## src/rtl/coex_pkg.sv

```systemverilog
package coex_pkg;

  typedef enum logic [1:0] {
    ST_IDLE    = 2'd0,
    ST_CLASSIC = 2'd1,
    ST_LE      = 2'd2
  } coex_state_e;

  typedef enum logic {
    OWN_CLASSIC = 1'b0,
    OWN_LE      = 1'b1
  } owner_e;

  // Clamp a programmed split to the number of slots in a superframe.
  function automatic int sat_split(input int raw, input int lim);
    return (raw > lim) ? lim : raw;
  endfunction

  // Slot index following cur, wrapping at the end of the superframe.
  function automatic int next_slot(input int cur, input int slots);
    return (cur >= slots - 1) ? 0 : cur + 1;
  endfunction

  // Owner of a slot given the active split: leading slots are classic.
  function automatic owner_e slot_owner(input int idx, input int split);
    return (idx < split) ? OWN_CLASSIC : OWN_LE;
  endfunction

  // Whether an anchor is due; an interval of zero acts as one.
  function automatic logic interval_reached(input int cnt, input int ival);
    int eff;
    eff = (ival == 0) ? 1 : ival;
    return cnt >= eff - 1;
  endfunction

  // State entered for a slot given its owner and that owner's demand.
  function automatic coex_state_e slot_state(input owner_e own,
                                             input logic pend_c,
                                             input logic pend_l);
    if (own == OWN_CLASSIC) return pend_c ? ST_CLASSIC : ST_IDLE;
    return pend_l ? ST_LE : ST_IDLE;
  endfunction

endpackage

```

## src/rtl/coex_slot_timer.sv

```systemverilog
module coex_slot_timer
  import coex_pkg::*;
#(
  parameter int SLOT_TICKS = 625,
  parameter int SLOTS      = 10,
  parameter int IDX_W      = $clog2(SLOTS)
) (
  input  logic             clk,
  input  logic             rst_n,
  input  logic             tick,
  output logic [IDX_W-1:0] slot_idx,
  output logic [IDX_W-1:0] next_idx,
  output logic             slot_end,
  output logic             frame_end
);

  localparam int TICK_W = (SLOT_TICKS > 1) ? $clog2(SLOT_TICKS) : 1;
  localparam logic [TICK_W-1:0] LAST_TICK = TICK_W'(SLOT_TICKS - 1);
  localparam logic [IDX_W-1:0]  LAST_SLOT = IDX_W'(SLOTS - 1);

  logic [TICK_W-1:0] tick_cnt;

  // Events of this edge, exported for the other stages and the checks.
  assign slot_end  = tick && (tick_cnt == LAST_TICK);
  assign frame_end = slot_end && (slot_idx == LAST_SLOT);
  assign next_idx  = IDX_W'(next_slot(int'(slot_idx), SLOTS));

  always_ff @(posedge clk) begin
    if (!rst_n) begin
      tick_cnt <= '0;
      slot_idx <= '0;
    end else if (tick) begin
      if (slot_end) begin
        tick_cnt <= '0;
        slot_idx <= next_idx;
      end else begin
        tick_cnt <= tick_cnt + 1'b1;
      end
    end
  end

  a_r2_idx_range: assert property (@(posedge clk) disable iff (!rst_n)
    int'(slot_idx) < SLOTS);

  a_r2_hold_without_tick: assert property (@(posedge clk) disable iff (!rst_n)
    !tick |=> $stable(slot_idx));

  a_r2_step_by_one: assert property (@(posedge clk) disable iff (!rst_n)
    (slot_end && !frame_end) |=> (slot_idx == $past(slot_idx) + 1'b1));

endmodule

```

## src/rtl/coex_frame_ctrl.sv

```systemverilog
module coex_frame_ctrl
  import coex_pkg::*;
#(
  parameter int SLOTS   = 10,
  parameter int SPLIT_W = 4,
  parameter int IVAL_W  = 8
) (
  input  logic               clk,
  input  logic               rst_n,
  input  logic               frame_end,
  input  logic [SPLIT_W-1:0] split_cfg,
  input  logic [IVAL_W-1:0]  conn_ival,
  output logic [SPLIT_W-1:0] split_next,
  output logic               sf_start,
  output logic               le_anchor
);

  localparam logic [SPLIT_W-1:0] SPLIT_RST = SPLIT_W'(SLOTS);

  logic [SPLIT_W-1:0] split_act;
  logic [SPLIT_W-1:0] split_sat;
  logic [IVAL_W-1:0]  anc_cnt;
  logic               anchor_due;

  assign split_sat  = SPLIT_W'(sat_split(int'(split_cfg), SLOTS));
  // The slot decided at a frame edge is slot 0 of the new frame.
  assign split_next = frame_end ? split_sat : split_act;
  assign anchor_due = interval_reached(int'(anc_cnt), int'(conn_ival));

  always_ff @(posedge clk) begin
    if (!rst_n) begin
      split_act <= SPLIT_RST;
      anc_cnt   <= '0;
      sf_start  <= 1'b0;
      le_anchor <= 1'b0;
    end else begin
      sf_start  <= frame_end;
      le_anchor <= frame_end && anchor_due;
      if (frame_end) begin
        split_act <= split_sat;
        anc_cnt   <= anchor_due ? '0 : anc_cnt + 1'b1;
      end
    end
  end

  a_r5_split_held: assert property (@(posedge clk) disable iff (!rst_n)
    !frame_end |=> $stable(split_act));

  a_r4_split_in_range: assert property (@(posedge clk) disable iff (!rst_n)
    int'(split_act) <= SLOTS);

  a_r9_anchor_on_frame: assert property (@(posedge clk) disable iff (!rst_n)
    le_anchor |-> sf_start);

  a_r3_single_pulse: assert property (@(posedge clk) disable iff (!rst_n)
    sf_start |=> !sf_start);

endmodule

```

## src/rtl/coex_owner_fsm.sv

```systemverilog
module coex_owner_fsm
  import coex_pkg::*;
#(
  parameter int SLOTS       = 10,
  parameter int GUARD_TICKS = 150,
  parameter int IDX_W       = $clog2(SLOTS),
  parameter int SPLIT_W     = 4
) (
  input  logic               clk,
  input  logic               rst_n,
  input  logic               tick,
  input  logic               slot_end,
  input  logic [IDX_W-1:0]   next_idx,
  input  logic [SPLIT_W-1:0] split_next,
  input  logic               pend_classic,
  input  logic               pend_le,
  output logic               grant_classic,
  output logic               grant_le,
  output logic               guard_active
);

  localparam int GUARD_W = $clog2(GUARD_TICKS + 1);
  localparam logic [GUARD_W-1:0] GUARD_LOAD = GUARD_W'(GUARD_TICKS);

  coex_state_e        state;
  owner_e             cur_owner;
  owner_e             nxt_owner;
  logic               owner_flip;
  logic [GUARD_W-1:0] guard_cnt;

  assign nxt_owner  = slot_owner(int'(next_idx), int'(split_next));
  assign owner_flip = (nxt_owner != cur_owner);

  always_ff @(posedge clk) begin
    if (!rst_n) begin
      state     <= ST_IDLE;
      cur_owner <= OWN_CLASSIC;
      guard_cnt <= '0;
    end else if (slot_end) begin
      state     <= slot_state(nxt_owner, pend_classic, pend_le);
      cur_owner <= nxt_owner;
      guard_cnt <= owner_flip ? GUARD_LOAD : '0;
    end else if (tick && (guard_cnt != '0)) begin
      guard_cnt <= guard_cnt - 1'b1;
    end
  end

  assign guard_active  = (guard_cnt != '0);
  assign grant_classic = (state == ST_CLASSIC) && !guard_active;
  assign grant_le      = (state == ST_LE) && !guard_active;

  a_r8_grant_exclusive: assert property (@(posedge clk) disable iff (!rst_n)
    !(grant_classic && grant_le));

  a_r8_grant_to_owner: assert property (@(posedge clk) disable iff (!rst_n)
    (grant_le |-> cur_owner == OWN_LE) and (grant_classic |-> cur_owner == OWN_CLASSIC));

  a_r7_guard_blocks: assert property (@(posedge clk) disable iff (!rst_n)
    guard_active |-> !(grant_classic || grant_le));

  a_r7_guard_at_boundary: assert property (@(posedge clk) disable iff (!rst_n)
    $rose(guard_active) |-> $past(slot_end));

  a_r6_state_held: assert property (@(posedge clk) disable iff (!rst_n)
    !slot_end |=> $stable(state));

endmodule

```

## src/rtl/coex_arbiter.sv

```systemverilog
module coex_arbiter
  import coex_pkg::*;
#(
  parameter int SLOT_TICKS  = 625,
  parameter int GUARD_TICKS = 150,
  parameter int SLOTS       = 10,
  parameter int SPLIT_W     = 4,
  parameter int IVAL_W      = 8,
  parameter int IDX_W       = $clog2(SLOTS)
) (
  input  logic               clk,
  input  logic               rst_n,
  input  logic               tick_1us,
  input  logic [SPLIT_W-1:0] split_cfg,
  input  logic [IVAL_W-1:0]  conn_ival,
  input  logic               pend_classic,
  input  logic               pend_le,
  output logic               grant_classic,
  output logic               grant_le,
  output logic               guard_active,
  output logic [IDX_W-1:0]   slot_index,
  output logic               superframe_start,
  output logic               le_anchor
);

  logic [IDX_W-1:0]   next_idx;
  logic               slot_end;
  logic               frame_end;
  logic [SPLIT_W-1:0] split_next;

  coex_slot_timer #(
    .SLOT_TICKS(SLOT_TICKS),
    .SLOTS     (SLOTS),
    .IDX_W     (IDX_W)
  ) u_timer (
    .clk      (clk),
    .rst_n    (rst_n),
    .tick     (tick_1us),
    .slot_idx (slot_index),
    .next_idx (next_idx),
    .slot_end (slot_end),
    .frame_end(frame_end)
  );

  coex_frame_ctrl #(
    .SLOTS  (SLOTS),
    .SPLIT_W(SPLIT_W),
    .IVAL_W (IVAL_W)
  ) u_frame (
    .clk       (clk),
    .rst_n     (rst_n),
    .frame_end (frame_end),
    .split_cfg (split_cfg),
    .conn_ival (conn_ival),
    .split_next(split_next),
    .sf_start  (superframe_start),
    .le_anchor (le_anchor)
  );

  coex_owner_fsm #(
    .SLOTS      (SLOTS),
    .GUARD_TICKS(GUARD_TICKS),
    .IDX_W      (IDX_W),
    .SPLIT_W    (SPLIT_W)
  ) u_fsm (
    .clk          (clk),
    .rst_n        (rst_n),
    .tick         (tick_1us),
    .slot_end     (slot_end),
    .next_idx     (next_idx),
    .split_next   (split_next),
    .pend_classic (pend_classic),
    .pend_le      (pend_le),
    .grant_classic(grant_classic),
    .grant_le     (grant_le),
    .guard_active (guard_active)
  );

  a_r3_frame_at_slot0: assert property (@(posedge clk) disable iff (!rst_n)
    superframe_start |-> (slot_index == '0));

  a_r1_quiet_after_reset: assert property (@(posedge clk)
    !rst_n |=> !(grant_classic || grant_le || guard_active || superframe_start || le_anchor));

endmodule

```

## config.mk

```make
export PLATFORM = sky130hd
export DESIGN_NAME = coex_arbiter
export DESIGN_NICKNAME = d
export VERILOG_FILES = /design/src/rtl/coex_pkg.sv /design/src/rtl/coex_slot_timer.sv /design/src/rtl/coex_frame_ctrl.sv /design/src/rtl/coex_owner_fsm.sv /design/src/rtl/coex_arbiter.sv
export SDC_FILE = /design/constraint.sdc
export NUM_CORES = 1
export LEC_CHECK = 0
export BUFFER_PORTS_ARGS = -buffer_cell sky130_fd_sc_hd__buf_2
export CORE_ASPECT_RATIO = 0.8
export CORE_UTILIZATION = 52
export CTS_CLUSTER_DIAMETER = 100
export CTS_CLUSTER_SIZE = 25
export DETAILED_ROUTE_END_ITERATION = 7
export PLACE_DENSITY_LB_ADDON = 0.2
export SLEW_MARGIN = 30
export SYNTH_ARGS = -nofsm -noshare
export SYNTH_HDL_FRONTEND = slang
export SYNTH_SLANG_ARGS = --single-unit
```

## constraint.sdc

```tcl
create_clock -name clk -period 2.85 [get_ports clk]
set_input_delay 0.1425 -clock clk [delete_from_list [all_inputs] [get_ports clk]]
set_output_delay 0.1425 -clock clk [all_outputs]
set_load 0.03 [all_outputs]
```

==> metrics.cfg <==
[yosys]
synth.cells.most_frequent=39 x dfxtp_1, 33 x nor2_1, 29 x nand2_1
synth_top_area_share_pct=34.4
netlist_area_um2=2270
yosys_register_bits=39
synth-main-ff-cell=dfxtp_1
synth_nets=317
netlist.top_cell.by_area=dfxtp_1
synthCells=279
yosysMostFrequentCell=dfxtp_1
synth_edf_count=0
yosysSeqAreaShare_pct=34.4
synth.avg_cell_area_um2=8.14
yosys.cell_types.count=46
ys_warn_count=0
async_flop_share_pct=0
synth_area_leaders=dfxtp_1 34%, ha_1 12%, nor2_1 5.5%

[die]
die_y_um=61.1
die_x_um=75.9
coreArea_um2=4180
rows=21
initial_utilization_pct=54.3
ioPinCount=26
die-area_um2=4630

[critical_path]
crit_family=simple AND/OR/NAND/NOR gates
endpoint_kind=register
critical-path-max-stage-delay_ns=0.45
critPathSlowestCell=or4_1
cp-start-kind=primary input
crit_required_ns=3.07
worstSetupPathType=in2reg
cp_num_buf_inv=1
path_max_fanout=5
cp_cell_sequence=buf_2, or3_1, or2_4, nor4b_2, ha_1, ha_4, a2111oi_4, o221ai_2, and2_4, or4_1, a31oi_1
arrival_ns=2.91

[power_and_ir_drop]
power_leakage_nw=1.16
clockPowerShare_pct=32.4
switching_share_pct=31.8
seqPwrFrac_pct=41.3
internal_power_mw=1.04
powerDensity_nw_per_um2=556
combPwrFrac_pct=26.2
finalPower_mw=1.53
switchingPower_mw=0.488
peakVddDrop_mv=0.460

[timing]
hold_violations=0
period_share_pct=94.1
skew_ns=0.0102
max_freq_mhz=373
worstMarginPinSlew_ns=0.553
period_needed_ns=2.68
slew_headroom_pct=62.8
slew_violations=0
setup_violations=0

[route]
vias=2014
ant_nets=0
wirelength_um=4880
drc=0
routed_via_density=5.33
drt-initial-drc-count=95
wl_per_cell_um=12.9
drtPass1Iterations=4

[placed_design]
port_buffers=25
hpwl_um=3450
gp_congestion=0.798

[cells_and_area]
num-fill-cells=354
final_nets=358
fin_util_pct=65.9
syn_to_final_growth_pct=21.4
antenna_cells=0
final_layout_size_suffix_gt1_share_pct=22.1

[clock_network]
htree_levels=2
cts.sinks=39
cts_root_buffer=clkbuf_8
cts_buffers=5
worstSkewPairLatency_ns=0.30
cts_tree=done
holdBufCountCts=0
clockBufferDepth=2
cts.clk_slew.worst_paths_ns=0.08

[global_route]
grt_pass1_wl_um=7870
grt_max_degree=21
grt_antenna_before_repair=0
track_usage_pct=23.0
grt_pass1_vias=1769
gr-total-overflow=0

[status]
status=completed

[run]
cap_violations=0

[worst_hold_path]
hold_path_class=in2reg

flip-flops by register name, summed over array words and instances (netlist names):
| signal | cells |
|---|---|
| u_frame.sf_start | 1 |
| u_fsm.state | 2 |
| u_frame.split_act | 4 |
| u_frame.anc_cnt | 8 |
| u_frame.le_anchor | 1 |
| u_timer.tick_cnt | 10 |
| u_fsm.guard_cnt | 8 |
| u_fsm.cur_owner | 1 |
| u_timer.slot_idx | 4 |
placed cells by master (no fill, tap or decap), types with 3 or more instances in the layout:
| cell type | instances |
|---|---|
| dfxtp_1 | 36 |
| nor2_1 | 33 |
| nand2_1 | 29 |
| buf_2 | 25 |
| ha_1 | 20 |
| a21oi_1 | 19 |
| nand3_1 | 19 |
| buf_4 | 19 |
| inv_1 | 13 |
| o21ai_0 | 11 |
| xnor2_1 | 9 |
| xor2_1 | 9 |
| nor3_1 | 7 |
| nand4_1 | 6 |
| clkbuf_8 | 6 |
| mux2i_1 | 5 |
| a31oi_1 | 4 |
| nor3b_1 | 4 |
| and3_1 | 3 |
| dfxtp_2 | 3 |
final timing paths:
| check | start | endpoint | slack, ns | cells after the start |
|---|---|---|---|---|
| worst max-delay path | conn_ival[1] | u_frame.anc_cnt[5] | 0.17 | 11 |
| worst min-delay path | pend_classic | u_fsm.state[0] | 0.09 | 3 |
| worst max register to register | u_timer.tick_cnt[1] | u_fsm.guard_cnt[1] | 0.21 | 11 |
| worst min register to register | u_frame.split_act[1] | u_frame.split_act[1] | 0.47 | 2 |
power groups by stage:
stage	Combinational [mW]	Clock [mW]	Sequential (mW)
final	0.402	0.497	0.634
after global routing	0.451	0.533	0.639
after CTS	0.395	0.510	0.631
after detailed placement	0.387	0	0.643
after global placement	0.375	0	0.641
after floorplan	0.295	0	0.634
cells by family after synthesis:
family	after synthesis	synth area share, %
simple gates	125	28.6
compound gates	46	11.9
flops	39	34.4
buf+inv	24	4.02
fa+ha+maj	21	11.6
xor+xnor	19	7.33
mux	5	2.21
layer usage:
layer | track usage (%) | up-vias | share of wire, %
li1 | - | 1056 | -
met1 | 33.7 | 917 | 53
met2 | 32.0 | 36 | 43
met3 | 6.87 | 5 | 3.2
met4 | 7.94 | 0 | 1.0
met5 | 0 | - | 0
layout make-up:
cell class | count | area [um^2] | share of cell area (%)
multi-input combinational | 216 | 1460 | 52.9
sequential | 39 | 785 | 28.5
timing repair buffer | 44 | 268 | 9.72
clock buffer | 6 | 82.6 | 3.00
tap | 57 | 71.3 | 2.59
inverter | 14 | 52.6 | 1.91
clock inverter | 2 | 38.8 | 1.41
metrics by stage:
step | cells | hold slack [ns] | TNS (ns) | setup WS (ns) | cell area, um^2
after global placement | 369 | 0.408 | -0.422 | -0.176 | 2590
after CTS | 377 | 0.0882 | 0 | 0.0694 | 2710
after global routing | 378 | 0.101 | -0.0486 | -0.0360 | 2760
final | 378 | 0.0947 | 0 | 0.167 | 2760
after detailed placement | 369 | 0.409 | -0.625 | -0.241 | 2590
after floorplan | 279 | 0.294 | 0 | 0.0196 | 2300
repair_timing:
| action | CTS | global route |
|---|---|---|
| endpoints found under the setup margin | 0 | 7 |
| setup buffers | 0 | 1 |
| resized for setup | 0 | 6 |
worst min-delay path: cells and delay by family:
family                 cells  cell delay [ns]
AO/OA/AOI/OAI              1             0.06
buffers and inverters      1             0.10
AND/OR/NAND/NOR            1             0.05
(Power assumes the default switching activity.)
